$ cat src/rtl/blk_seq.sv
module blk_seq #(
  parameter int AW    = 24,
  parameter int IW    = 16,
  parameter int CW    = 16,
  parameter int SLICE = 64
) (
  input  logic          clk,
  input  logic          rst_n,
  input  logic          ld,
  input  logic [AW-1:0] cfg_src,
  input  logic [AW-1:0] cfg_dst,
  input  logic [IW-1:0] cfg_src_xinc,
  input  logic [IW-1:0] cfg_src_yinc,
  input  logic [IW-1:0] cfg_dst_xinc,
  input  logic [IW-1:0] cfg_dst_yinc,
  input  logic [CW-1:0] cfg_xcnt,
  input  logic [CW-1:0] cfg_ycnt,
  input  logic          cfg_hog,
  input  logic          go,
  output logic          busy,
  output logic          bus_req,
  input  logic          bus_grant,
  output logic          mem_req,
  output logic          mem_we,
  output logic [AW-1:0] mem_addr,
  input  logic          mem_ack
);
  localparam int SW = $clog2(SLICE + 1);
  localparam logic [SW-1:0] SLICE_END = SW'(SLICE - 1);

  typedef enum logic [2:0] {S_IDLE, S_REQ, S_RD, S_WR, S_PAUSE} st_t;

  st_t            st;
  logic [AW-2:0]  src_w, dst_w;
  logic [IW-1:0]  sxi, syi, dxi, dyi;
  logic [CW-1:0]  xcnt, xshadow, ycnt;
  logic           hog_q;
  logic [SW-1:0]  slice_cnt, pause_cnt;

  function automatic logic [AW-2:0] step(input logic [AW-2:0] w, input logic [IW-1:0] inc);
    logic [AW-1:0] b;
    b = {w, 1'b0} + AW'($signed(inc));
    return b[AW-1:1];
  endfunction

  logic word_done, end_of_line, last_word, can_start;
  assign word_done   = (st == S_WR) && mem_ack;
  assign end_of_line = (xcnt == CW'(1));
  assign last_word   = end_of_line && (ycnt == CW'(1));
  assign can_start   = (xcnt != '0) && (ycnt != '0);

  assign busy     = (st != S_IDLE);
  assign bus_req  = (st == S_REQ) || (st == S_RD) || (st == S_WR);
  assign mem_req  = (st == S_RD) || (st == S_WR);
  assign mem_we   = (st == S_WR);
  assign mem_addr = (st == S_WR) ? {dst_w, 1'b0} : {src_w, 1'b0};

  always_ff @(posedge clk) begin
    if (!rst_n) begin
      st        <= S_IDLE;
      src_w     <= '0;
      dst_w     <= '0;
      sxi       <= '0;
      syi       <= '0;
      dxi       <= '0;
      dyi       <= '0;
      xcnt      <= '0;
      xshadow   <= '0;
      ycnt      <= '0;
      hog_q     <= 1'b0;
      slice_cnt <= '0;
      pause_cnt <= '0;
    end else begin
      if (st == S_RD || st == S_WR) begin
        if (slice_cnt != SW'(SLICE)) slice_cnt <= slice_cnt + 1'b1;
      end
      unique case (st)
        S_IDLE: begin
          if (ld) begin
            src_w   <= cfg_src[AW-1:1];
            dst_w   <= cfg_dst[AW-1:1];
            sxi     <= {cfg_src_xinc[IW-1:1], 1'b0};
            syi     <= cfg_src_yinc;
            dxi     <= cfg_dst_xinc;
            dyi     <= cfg_dst_yinc;
            xcnt    <= cfg_xcnt;
            xshadow <= cfg_xcnt;
            ycnt    <= cfg_ycnt;
          end else if (go && can_start) begin
            hog_q <= cfg_hog;
            st    <= S_REQ;
          end
        end
        S_REQ: begin
          if (bus_grant) begin
            slice_cnt <= '0;
            st        <= S_RD;
          end
        end
        S_RD: begin
          if (mem_ack) st <= S_WR;
        end
        S_WR: begin
          if (mem_ack) begin
            if (end_of_line) begin
              src_w <= step(src_w, syi);
              dst_w <= step(dst_w, dyi);
              xcnt  <= xshadow;
              ycnt  <= ycnt - 1'b1;
            end else begin
              src_w <= step(src_w, sxi);
              dst_w <= step(dst_w, dxi);
              xcnt  <= xcnt - 1'b1;
            end
            if (last_word) begin
              st <= S_IDLE;
            end else if (!hog_q && slice_cnt >= SLICE_END) begin
              pause_cnt <= '0;
              st        <= S_PAUSE;
            end else begin
              st <= S_RD;
            end
          end
        end
        S_PAUSE: begin
          pause_cnt <= pause_cnt + 1'b1;
          if (go || pause_cnt == SLICE_END) st <= S_REQ;
        end
        default: st <= S_IDLE;
      endcase
    end
  end


  grant_before_access_chk: assert property (@(posedge clk) disable iff (!rst_n)
    mem_req |-> bus_grant && bus_req);


  hold_until_ack_chk: assert property (@(posedge clk) disable iff (!rst_n)
    mem_req && !mem_ack |=> mem_req && $stable(mem_addr) && $stable(mem_we));


  even_addr_chk: assert property (@(posedge clk) disable iff (!rst_n)
    mem_req |-> mem_addr[0] == 1'b0);


  hog_holds_bus_chk: assert property (@(posedge clk) disable iff (!rst_n)
    busy && hog_q && bus_req |=> bus_req || !busy);


  busy_during_access_chk: assert property (@(posedge clk) disable iff (!rst_n)
    mem_req |-> busy);


  counts_live_chk: assert property (@(posedge clk) disable iff (!rst_n)
    busy |-> xcnt != '0 && ycnt != '0);


  pause_releases_chk: assert property (@(posedge clk) disable iff (!rst_n)
    (st == S_PAUSE) |-> !bus_req && !mem_req && busy);
endmodule

$ cat config.mk
export PLATFORM = sky130hd
export DESIGN_NAME = blk_seq
export DESIGN_NICKNAME = d
export VERILOG_FILES = /design/src/rtl/blk_seq.sv
export SDC_FILE = /design/constraint.sdc
export NUM_CORES = 1
export LEC_CHECK = 0
export ABC_AREA = 1
export BUFFER_PORTS_ARGS = -buffer_cell sky130_fd_sc_hd__buf_2
export CAP_MARGIN = 30
export CORE_ASPECT_RATIO = 0.8
export CORE_UTILIZATION = 57
export CTS_BUF_LIST = sky130_fd_sc_hd__clkbuf_8
export DETAILED_ROUTE_END_ITERATION = 10
export PLACE_DENSITY = 0.8
export SETUP_SLACK_MARGIN = 0.5
export SKIP_LAST_GASP = 1
export SLEW_MARGIN = 10
export SYNTH_ARGS = -nofsm -noshare
export SYNTH_HDL_FRONTEND = slang
export SYNTH_SLANG_ARGS = --single-unit
$ cat constraint.sdc
create_clock -name clk -period 6.4 [get_ports clk]
set_input_delay 0 -clock clk [delete_from_list [all_inputs] [get_ports clk]]
set_output_delay 0 -clock clk [all_outputs]
set_load 0.05 [all_outputs]
# Word-level counts from Yosys, hierarchy flattened
# Index checks and enable logic that the tools add are counted.
# totals
elab_cells,96
inputBits,151
out_inout_bits,28
regBits,175
# classes
order_cmp,1
n_bitwise,1
n_mux,34
add_sub_neg,8
reduce_logical,21
n_eq_ne,18
# ops
cell,n
23-bit 2-to-1 mux,6
24-bit adder,4
16-bit 2-to-1 mux,6
23-bit case mux with 2 select lines,2
16-bit case mux with 2 select lines,2
7-bit 2-to-1 mux,7
"16-bit by 1-bit equality test with 1-bit output, second input constant",2
16-bit nonzero test,2
"16-bit by 1-bit subtractor with 16-bit output, second input constant",2
24-bit 2-to-1 mux,1
3-bit 2-to-1 mux,8
3-bit case mux with 5 select lines,1
"7-bit by 1-bit adder with 7-bit output, second input constant",2
"2-bit inequality test, second input constant",7
7-bit case mux with 2 select lines,1
4-bit AND reduction,2
"7-bit by 6-bit equality test with 1-bit output, second input constant",1
"7-bit by 6-bit >= comparator with 1-bit output, second input constant",1
"7-bit inequality test, second input constant",1
"3-bit by 2-bit equality test with 1-bit output, second input constant",2
"2-bit by 1-bit inequality test with 1-bit output, second input constant",3
3-bit AND reduction,2
6-bit AND reduction,1
1-bit logical AND,4
9 further kinds,13

# Longest topological paths before layout
# Gate-level depths: netlist (run 1).
# logic_depth
word_depth,6
ltp_mapped,23
mapped_depth_nobuf,21

# Worst setup path before layout (run 1)
# Ideal clock, no wire load.
# synth_path
path_kind,reg2reg
from,register xcnt[1]
to,register dst_w[22]
required_time_ns,6.268
setup_ns,0.132
arrival_time_ns,2.883
path_buffers,2
setup_slack_ns,3.384
path_stages_with_launch,22
period_less_slack_ns,3.016
path_cell_list,dfxtp_1 inv_1 ha_1 nand2_1 nor2_1 nand2_2 clkbuf_1 clkbuf_1 nand2_1 o21ai_0 ha_1 fa_1 nand3_1 nand3_1 nand2_1 nand2_1 nand2_1 nand3_1 nand2_1 nand3_1 nand2_1 a21oi_1
# synth_via
elab_chain_cells,4
# synth_rtl
item,line_no,source
from (decl),36,"logic [CW-1:0] xcnt, xshadow, ycnt;"
from (signal assigned),86,xcnt <= cfg_xcnt;
from (signal assigned),108,xcnt <= xshadow;
from (signal assigned),113,xcnt <= xcnt - 1'b1;
16-bit by 1-bit equality test with 1-bit output,48,assign end_of_line = (xcnt == CW'(1));
23-bit 2-to-1 mux,105,if (end_of_line) begin
23-bit 2-to-1 mux,104,if (mem_ack) begin
23-bit case mux with 2 select lines,77,unique case (st)
to (signal assigned),81,dst_w <= cfg_dst[AW-1:1];
to (signal assigned),107,"dst_w <= step(dst_w, dyi);"
to (signal assigned),112,"dst_w <= step(dst_w, dxi);"
to (decl),34,"logic [AW-2:0] src_w, dst_w;"
# Every way passes these cells. The select of a mux whose other input is x is not followed.
# A chain may end at the register's enable or synchronous reset.

# Worst setup path in the final report (run 1)
# layout_path
from,register xcnt[6]
to,register src_w[14]
# layout_via
elab_chain_cells,4
# layout_rtl
item,line_no,source
16-bit by 1-bit equality test with 1-bit output,48,
23-bit 2-to-1 mux,105,
23-bit 2-to-1 mux,104,
23-bit case mux with 2 select lines,77,
to (signal assigned),80,src_w <= cfg_src[AW-1:1];
to (signal assigned),106,"src_w <= step(src_w, syi);"
to (signal assigned),111,"src_w <= step(src_w, sxi);"
to (decl),34,
# Every way passes these cells. The select of a mux whose other input is x is not followed.

==> summary.txt, run 1 <==
Clock network
  • CTS Buffer Depth: 2
  • Cts repair resizes: 0
  • H-tree depth: 4
  • Hold Buf Count CTS: 143
  • TritonCTS clock tree: yes
  • Setup bufs post-CTS: 0
  • CTS Sinks: 172
  • Reg clk slew, reported paths: 0.12 ns
  • Clk root buf: clkbuf_8
  • Clock latency at the later pin of the worst-skew pair: 0.49 ns
  • Num CTS Buffers: 17

Global route
  • Initial antenna violation count: 1
  • Largest net degree at the start of global routing: 112
  • Total grt overflow: 0
  • All-Layer GR Usage: 36.73%
  • Vias in the first global route: 12260
  • First-pass GRT wire length: 60.61 mm

Routing
  • Via count: 13390
  • First-iteration detailed-routing DRC count: 1412
  • Routed len/inst: 15.82 µm
  • Vias per cell: 5.599
  • Final WL: 37.84 mm
  • Detail Route Antenna Nets: 0
  • DRC errors left: 0
  • DR pass1 iterations: 8

Finish
  • Inserted Diodes: 0
  • NumNets Final: 2332
  • Layout cell share with drive strength beyond 1: 11.25%
  • Fin util: 73.80%
  • Area Growth Syn to Fin: 24.56%
  • Design Area, Final: 14250 µm²
  • Fillers: 1565

Synthesis
  • Area leader, netlist: dfxtp_1
  • Top post-synthesis cells by count: 548 x nand2_1, 227 x a21oi_1, 192 x inv_1
  • Post-synth EDFFs: 0
  • Post-synth top flop: dfxtp_1
  • Syn nets: 2074
  • Post-Synthesis Cell Area: 11440 µm²
  • Synth top area share: 30.09%
  • Syn_area_per_cell: 6.142 µm²
  • Area contributors post-synth: dfxtp_1 30%, nand2_1 18%, a21oi_1 9.9%, o21ai_0 7.1%, ha_1 6.3%
  • Sequential area share after synthesis: 30.09%
  • Top-count cell post-synth: nand2_1
  • Yosys warning count: 0
  • FF+latch count, synth: 172
  • Netlist cell types: 41
  • Post-Synthesis Cells: 1863
  • FFs w/ async S/R, synth: 0%

Critical path
  • CP max stage cell: o21ai_0
  • Worst Setup SP: xcnt[6]
  • CP peak stage delay: 0.58 ns
  • FF-to-FF Start: xcnt[6]
  • Worst path bufs/invs: 2
  • R2r setup slk: 2.37 ns
  • Worst setup endpoint: src_w[14]
  • Reg2Reg Depth: 16
  • Crit path kind: flip-flop to flip-flop
  • Arrival time worst endpoint: 4.46 ns
  • Startpoint Class: flip-flop
  • CP required: 6.83 ns
  • Crit. End Element: flip-flop
  • CP delay by family, top: simple AND/OR/NAND/NOR gates
  • Worst reg2reg path endpoint: src_w[14]
  • Critical path depth: 16
  • Worst Path Max Fanout: 55
  • Most used cell, CP: nand2_1
  • Crit-path cells: nor2_1 -> nand2_1 -> nor2_1 -> nand2_2 -> buf_4 -> o21ai_0 -> fa_1 -> nand3_1 -> nand2_1 -> nand2_1 -> nand2_1 -> inv_1 -> o21bai_1 -> xor2_1 -> nand2_1 -> a21oi_1

Pwr
  • Sw Ratio: 49.59%
  • Cell internal pwr: 0.002381 W
  • Clock power frac: 17.1%
  • Power Density: 331.4 nW/µm²
  • Post-layout power: 0.004723 W
  • Sw Pwr: 0.002342 W
  • Flop pwr share: 32.2%
  • P_leak: 6.817 nW
  • Maximum vdd drop: 0.2256 mV
  • Combinational share of power: 50.7%

Run
  • MaxCap Viol Count: 0

Timing
  • Worst Skew: 0.01714 ns
  • RSZ-0062 raised after global routing: false
  • Final critical-path share of the clock period: 63.02%
  • Hold Fails Final Rpt: 0
  • Final setup violation count: 0
  • Fin crit period: 4.033 ns
  • Least-Margin Pin Slew: 0.9337 ns
  • Fmax: 247.9 MHz
  • Slew HR: 37.75%
  • Post-route setup TNS: 0 ns
  • Max-slew violation count: 0

Status
  • Status: finished clean

Place
  • Placed instance area: 12360 µm²
  • IO Port Bufs: 171
  • Dpl hpwl: 24.51 mm
  • Placer congestion estimate: 0.9827

Floorplan
  • I/O pin total: 179
  • Core area: 19310 µm²
  • Die area: 20650 µm²
  • DIE HEIGHT: 128.7 µm
  • DIE WIDTH: 160.4 µm
  • Initial Utilization: 59.25%
  • Rows: 45

Hold path
  • Worst hold start: mem_ack
  • Worst min path class: input pin to flip-flop
## cells in the final DEF (no fill, tap or decap), types with 17 or more instances in the layout
master	n
nor2_1	152
nand2_1	547
o21ai_0	162
buf_2	171
dlygate4sd3_1	143
inv_1	192
dfxtp_1	172
nand4_1	18
xor2_1	23
a21oi_1	227
nor3_1	17
nand3_1	129
ha_1	58
clkbuf_8	17
## registers in the layout, summed over array words and instances (netlist names)
register / flops
dxi: 15
syi: 15
st: 3
slice_cnt: 7
dyi: 15
hog_q: 1
xcnt: 16
sxi: 15
pause_cnt: 7
src_w: 23
ycnt: 16
xshadow: 16
dst_w: 23
## how the worst min path moves through the flow
stage / endpoint / slack, ns / cells after the start
floorplan: dst_w[0] / 0.16 / 2
global placement: dst_w[3] / 0.27 / 3
detailed placement: dst_w[3] / 0.27 / 3
CTS: pause_cnt[3] / 0.09 / 6
global route: pause_cnt[3] / 0.12 / 6
finish: st[0] / 0.11 / 5
## cell type report
class / count / area, µm² / share of cell area, %
repair buffers: 326 / 2417 / 16.96
multi-input cells: 1405 / 6918 / 48.54
clock buffers: 17 / 234.0 / 1.642
inverters: 199 / 748.2 / 5.250
flip-flops and latches: 172 / 3443 / 24.16
well taps: 258 / 322.8 / 2.265
clock inverters: 15 / 168.9 / 1.185
## metrics by stage
| stage | std cells | worst slack, ns | hold slack (ns) |
|---|---|---|---|
| 2_1_floorplan | 1863 | 3.384 | 0.1609 |
| 3_3_place_gp | 2215 | 2.606 | 0.2691 |
| 3_5_place_dp | 2215 | 2.530 | 0.2690 |
| 4_1_cts | 2390 | 2.488 | 0.09032 |
| 5_1_grt | 2392 | 1.957 | 0.1195 |
| 6_report | 2392 | 2.367 | 0.1070 |
## worst reg2reg max path: stages (launching register included)
cell and delay (ns):
dfxtp_1 0.36, nor2_1 0.15, nand2_1 0.17, nor2_1 0.29, nand2_2 0.40, buf_4 0.44
o21ai_0 0.59, fa_1 0.34, nand3_1 0.14, nand2_1 0.25, nand2_1 0.08, nand2_1 0.17
inv_1 0.07, o21bai_1 0.17, xor2_1 0.18, nand2_1 0.06, a21oi_1 0.12
## power groups by stage
stage / clock [W] / combinational [W] / sequential (W)
after floorplan: 0 / 0.00173 / 0.00148
after global placement: 0 / 0.00218 / 0.00153
after detailed placement: 0 / 0.00223 / 0.00153
after CTS: 0.000801 / 0.00231 / 0.00151
after global routing: 0.000845 / 0.00265 / 0.00155
final: 0.000806 / 0.00240 / 0.00152
## cell families after synthesis
family,synth area share [%]
AOI/OAI and AO/OA,19.76
xor gates and xnor gates,2.067
adders and majority gates,6.692
buffers and inverters,9.557
DFF,30.09
other,0.03277
and+or+nand+nor,31.80
## per-layer routing
layer,up-vias,wire (µm),GRT usage (%)
met2,708,16400,57.73
met4,2,859,11.48
li1,6581,-,-
met1,6022,16810,50.97
met5,-,8,0
met3,79,3768,6.899
No activity file was read; power rests on OpenSTA's default activity.
==> inputs of run 2 (changes only) <==
Clock period 6.4 ns to 3.82 ns, I/O delays scaled along.
==> summary.txt, run 2 (synthesis results as in run 1) <==
Routing
  • Via count: 13500 (+0.82%)
  • Final WL: 39.18 mm (+3.5%)
  • DR pass1 iterations: 8 (unchanged)
  • DRC errors left: 0 (unchanged)
  • Vias per cell: 5.626 (+0.49%)
  • First-iteration detailed-routing DRC count: 1671 (+18%)
  • Routed len/inst: 16.32 µm (+3.2%)
  • Detail Route Antenna Nets: 0 (unchanged)

Timing
  • Fin crit period: 3.227 ns (-0.8062 ns)
  • Least-Margin Pin Slew: 0.9382 ns (+0.004529 ns)
  • RSZ-0062 raised after global routing: true
  • Final setup violation count: 0 (unchanged)
  • Post-route setup TNS: 0 ns (unchanged)
  • Max-slew violation count: 0 (unchanged)
  • Fmax: 309.9 MHz (+25%)
  • Final critical-path share of the clock period: 84.48% (+21 points)
  • Worst Skew: 0.02041 ns (+0.003264 ns)
  • Slew HR: 37.36% (-0.39 points)
  • Hold Fails Final Rpt: 0 (unchanged)

Floorplan
  • Initial Utilization: 59.25% (unchanged)
  • Die area: 20650 µm² (unchanged)
  • I/O pin total: 179 (unchanged)
  • DIE WIDTH: 160.4 µm (unchanged)
  • Rows: 45 (unchanged)
  • DIE HEIGHT: 128.7 µm (unchanged)
  • Core area: 19310 µm² (unchanged)

Critical path
  • Worst Setup SP: xcnt[9]
  • FF-to-FF Start: xcnt[9]
  • CP delay by family, top: simple AND/OR/NAND/NOR gates
  • Arrival time worst endpoint: 3.58 ns (-0.88 ns)
  • Reg2Reg Depth: 17 (+1)
  • CP required: 4.17 ns (-2.66 ns)
  • Crit path kind: flip-flop to flip-flop
  • Crit. End Element: flip-flop
  • CP peak stage delay: 0.53 ns (-0.05 ns)
  • Startpoint Class: flip-flop
  • Most used cell, CP: nand2_1
  • Crit-path cells: nor2_4 -> nand2_2 -> nor2_4 -> nand2_4 -> buf_12 -> o21ai_0 -> ha_1 -> nand2_1 -> inv_1 -> a21oi_1 -> o21bai_1 -> nor2_1 -> nand2_1 -> nand2_1 -> nand3_1 -> nand2_1 -> a21oi_1
  • R2r setup slk: 0.59 ns (-1.77 ns)
  • Worst path bufs/invs: 2 (unchanged)
  • Worst reg2reg path endpoint: src_w[18]
  • Worst Path Max Fanout: 21 (-62%)
  • CP max stage cell: o21ai_0

Pwr
  • Power Density: 554.3 nW/µm² (+67%)
  • Maximum vdd drop: 0.3258 mV (+44%)
  • P_leak: 6.879 nW (+0.91%)

Clock network
  • CTS Buffer Depth: 2 (unchanged)
  • H-tree depth: 4 (unchanged)
  • Reg clk slew, reported paths: 0.12 ns (about the same)
  • Clock latency at the later pin of the worst-skew pair: 0.49 ns (about the same)
  • Clk root buf: clkbuf_8
  • TritonCTS clock tree: yes
  • Num CTS Buffers: 17 (unchanged)
  • CTS Sinks: 172 (unchanged)

Finish
  • Layout cell share with drive strength beyond 1: 12.43% (+1.2 points)
  • FF+latch area: 3443 µm² (unchanged)
  • Area Growth Syn to Fin: 26.00%
  • Multi-input logic area: 7000 µm² (+1.2%)
  • Biggest regs: dst_w (23), src_w (23)
  • Design Area, Final: 14420 µm² (+1.2%)
  • NumNets Final: 2338 (+0.26%)
  • Fillers: 1554 (-0.70%)
  • Most frequent cells in the layout: 542 x nand2_1, 227 x a21oi_1, 191 x inv_1
  • Most common cell after layout, fill and taps aside: nand2_1

Global route
  • Initial antenna violation count: 1 (unchanged)
  • First-pass GRT wire length: 60.90 mm (+0.48%)
  • Total grt overflow: 0 (unchanged)
  • Largest net degree at the start of global routing: 112 (unchanged)
  • All-Layer GR Usage: 36.99% (+0.26 points)
  • Vias in the first global route: 12220 (-0.37%)

Place
  • Dpl hpwl: 24.42 mm (-0.38%)
  • Placed instance area: 12400 µm² (+0.28%)
  • IO Port Bufs: 171 (unchanged)
  • Placer congestion estimate: 0.9684 (-1.5%)

Status
  • Status: finished clean

Hold path
  • Hold Path Sink: syi[8]
  • Worst hold start: ld
  • Worst min path class: input pin to flip-flop
  • Hold path depth: 4 (-1)

Run
  • MaxCap Viol Count: 0 (unchanged)
[run 2: cell types whose count changed in the layout (fill, tap and decap cells not counted), sizes merged]
| cell | delta |
|---|---|
| clkinv | +3 |
| clkbuf | +2 |
| buf | +4 |
| inv | -3 |
| diode | +2 |
[run 2: metrics by stage]
stage	utilization (%)	worst slack (ns)	total power, W	cells	hold slack [ns]
2_1_floorplan	-	0.8044	0.005374	1863	0.1609
4_1_cts	73.80	0.5361	0.007756	2393	0.06861
6_report	74.66	0.5929	0.007992	2400	0.04696
5_1_grt	74.64	0.4262	0.008531	2399	0.02475
3_3_place_gp	64.20	0.5434	0.006232	2218	0.2744
3_5_place_dp	64.20	0.4457	0.006314	2218	0.2790
[run 2: worst reg2reg max path, cell delays in order, from the launching register on]
cell      delay, ns
dfxtp_1        0.37
nor2_4         0.20
nand2_2        0.13
nor2_4         0.18
nand2_4        0.14
buf_12         0.19
o21ai_0        0.54
ha_1           0.40
nand2_1        0.10
inv_1          0.06
a21oi_1        0.18
o21bai_1       0.09
nor2_1         0.17
nand2_1        0.07
nand2_1        0.06
nand3_1        0.06
nand2_1        0.09
a21oi_1        0.06
[run 2: how the worst max path moves through the flow]
| stage | end | cells after the start |
|---|---|---|
| final | src_w[18] | 17 |
| after global routing | dst_w[18] | 18 |
| after CTS | src_w[14] | 16 |
| after detailed placement | dst_w[16] | 18 |
| after global placement | dst_w[14] | 18 |
| after floorplan | dst_w[22] | 21 |
[run 2: timing repair]
item | CTS | global route
pin swaps | 0 | 2
hold buffers | 143 | 0
cloned | 0 | 2
setup buffers | 0 | 2
endpoints found under the setup margin | 8 | 33
resized for setup | 4 | 36
endpoints found under the hold margin | 165 | 0
[run 2: metal layers]
metal / vias to the layer above / routed length [µm] / GRT usage (%)
met1: 6024 / 17200 / 50.82
met5: - / 0 / 0
li1: 6607 / - / -
met4: 0 / 1165 / 12.94
met2: 770 / 16660 / 56.81
met3: 101 / 4149 / 8.640
[run 2: report_power, final]
| part | internal [W] | total [W] | switching (W) |
|---|---|---|---|
| combinational | 0.00130 | 0.00410 | 0.00281 |
| sequential | 0.00223 | 0.00256 | 0.000334 |
| clock | 0.000498 | 0.00133 | 0.000830 |
| total | 0.00402 | 0.00799 | 0.00397 |
[run 2: layout make-up]
cell class / instances / area share (%)
diodes: 2 / 0.03471
well taps: 258 / 2.239
flip-flops and latches: 172 / 23.88
multi-input cells: 1405 / 48.55
clock inverters: 15 / 1.206
inverters: 199 / 5.190
repair buffers: 332 / 17.27
clock buffers: 17 / 1.623
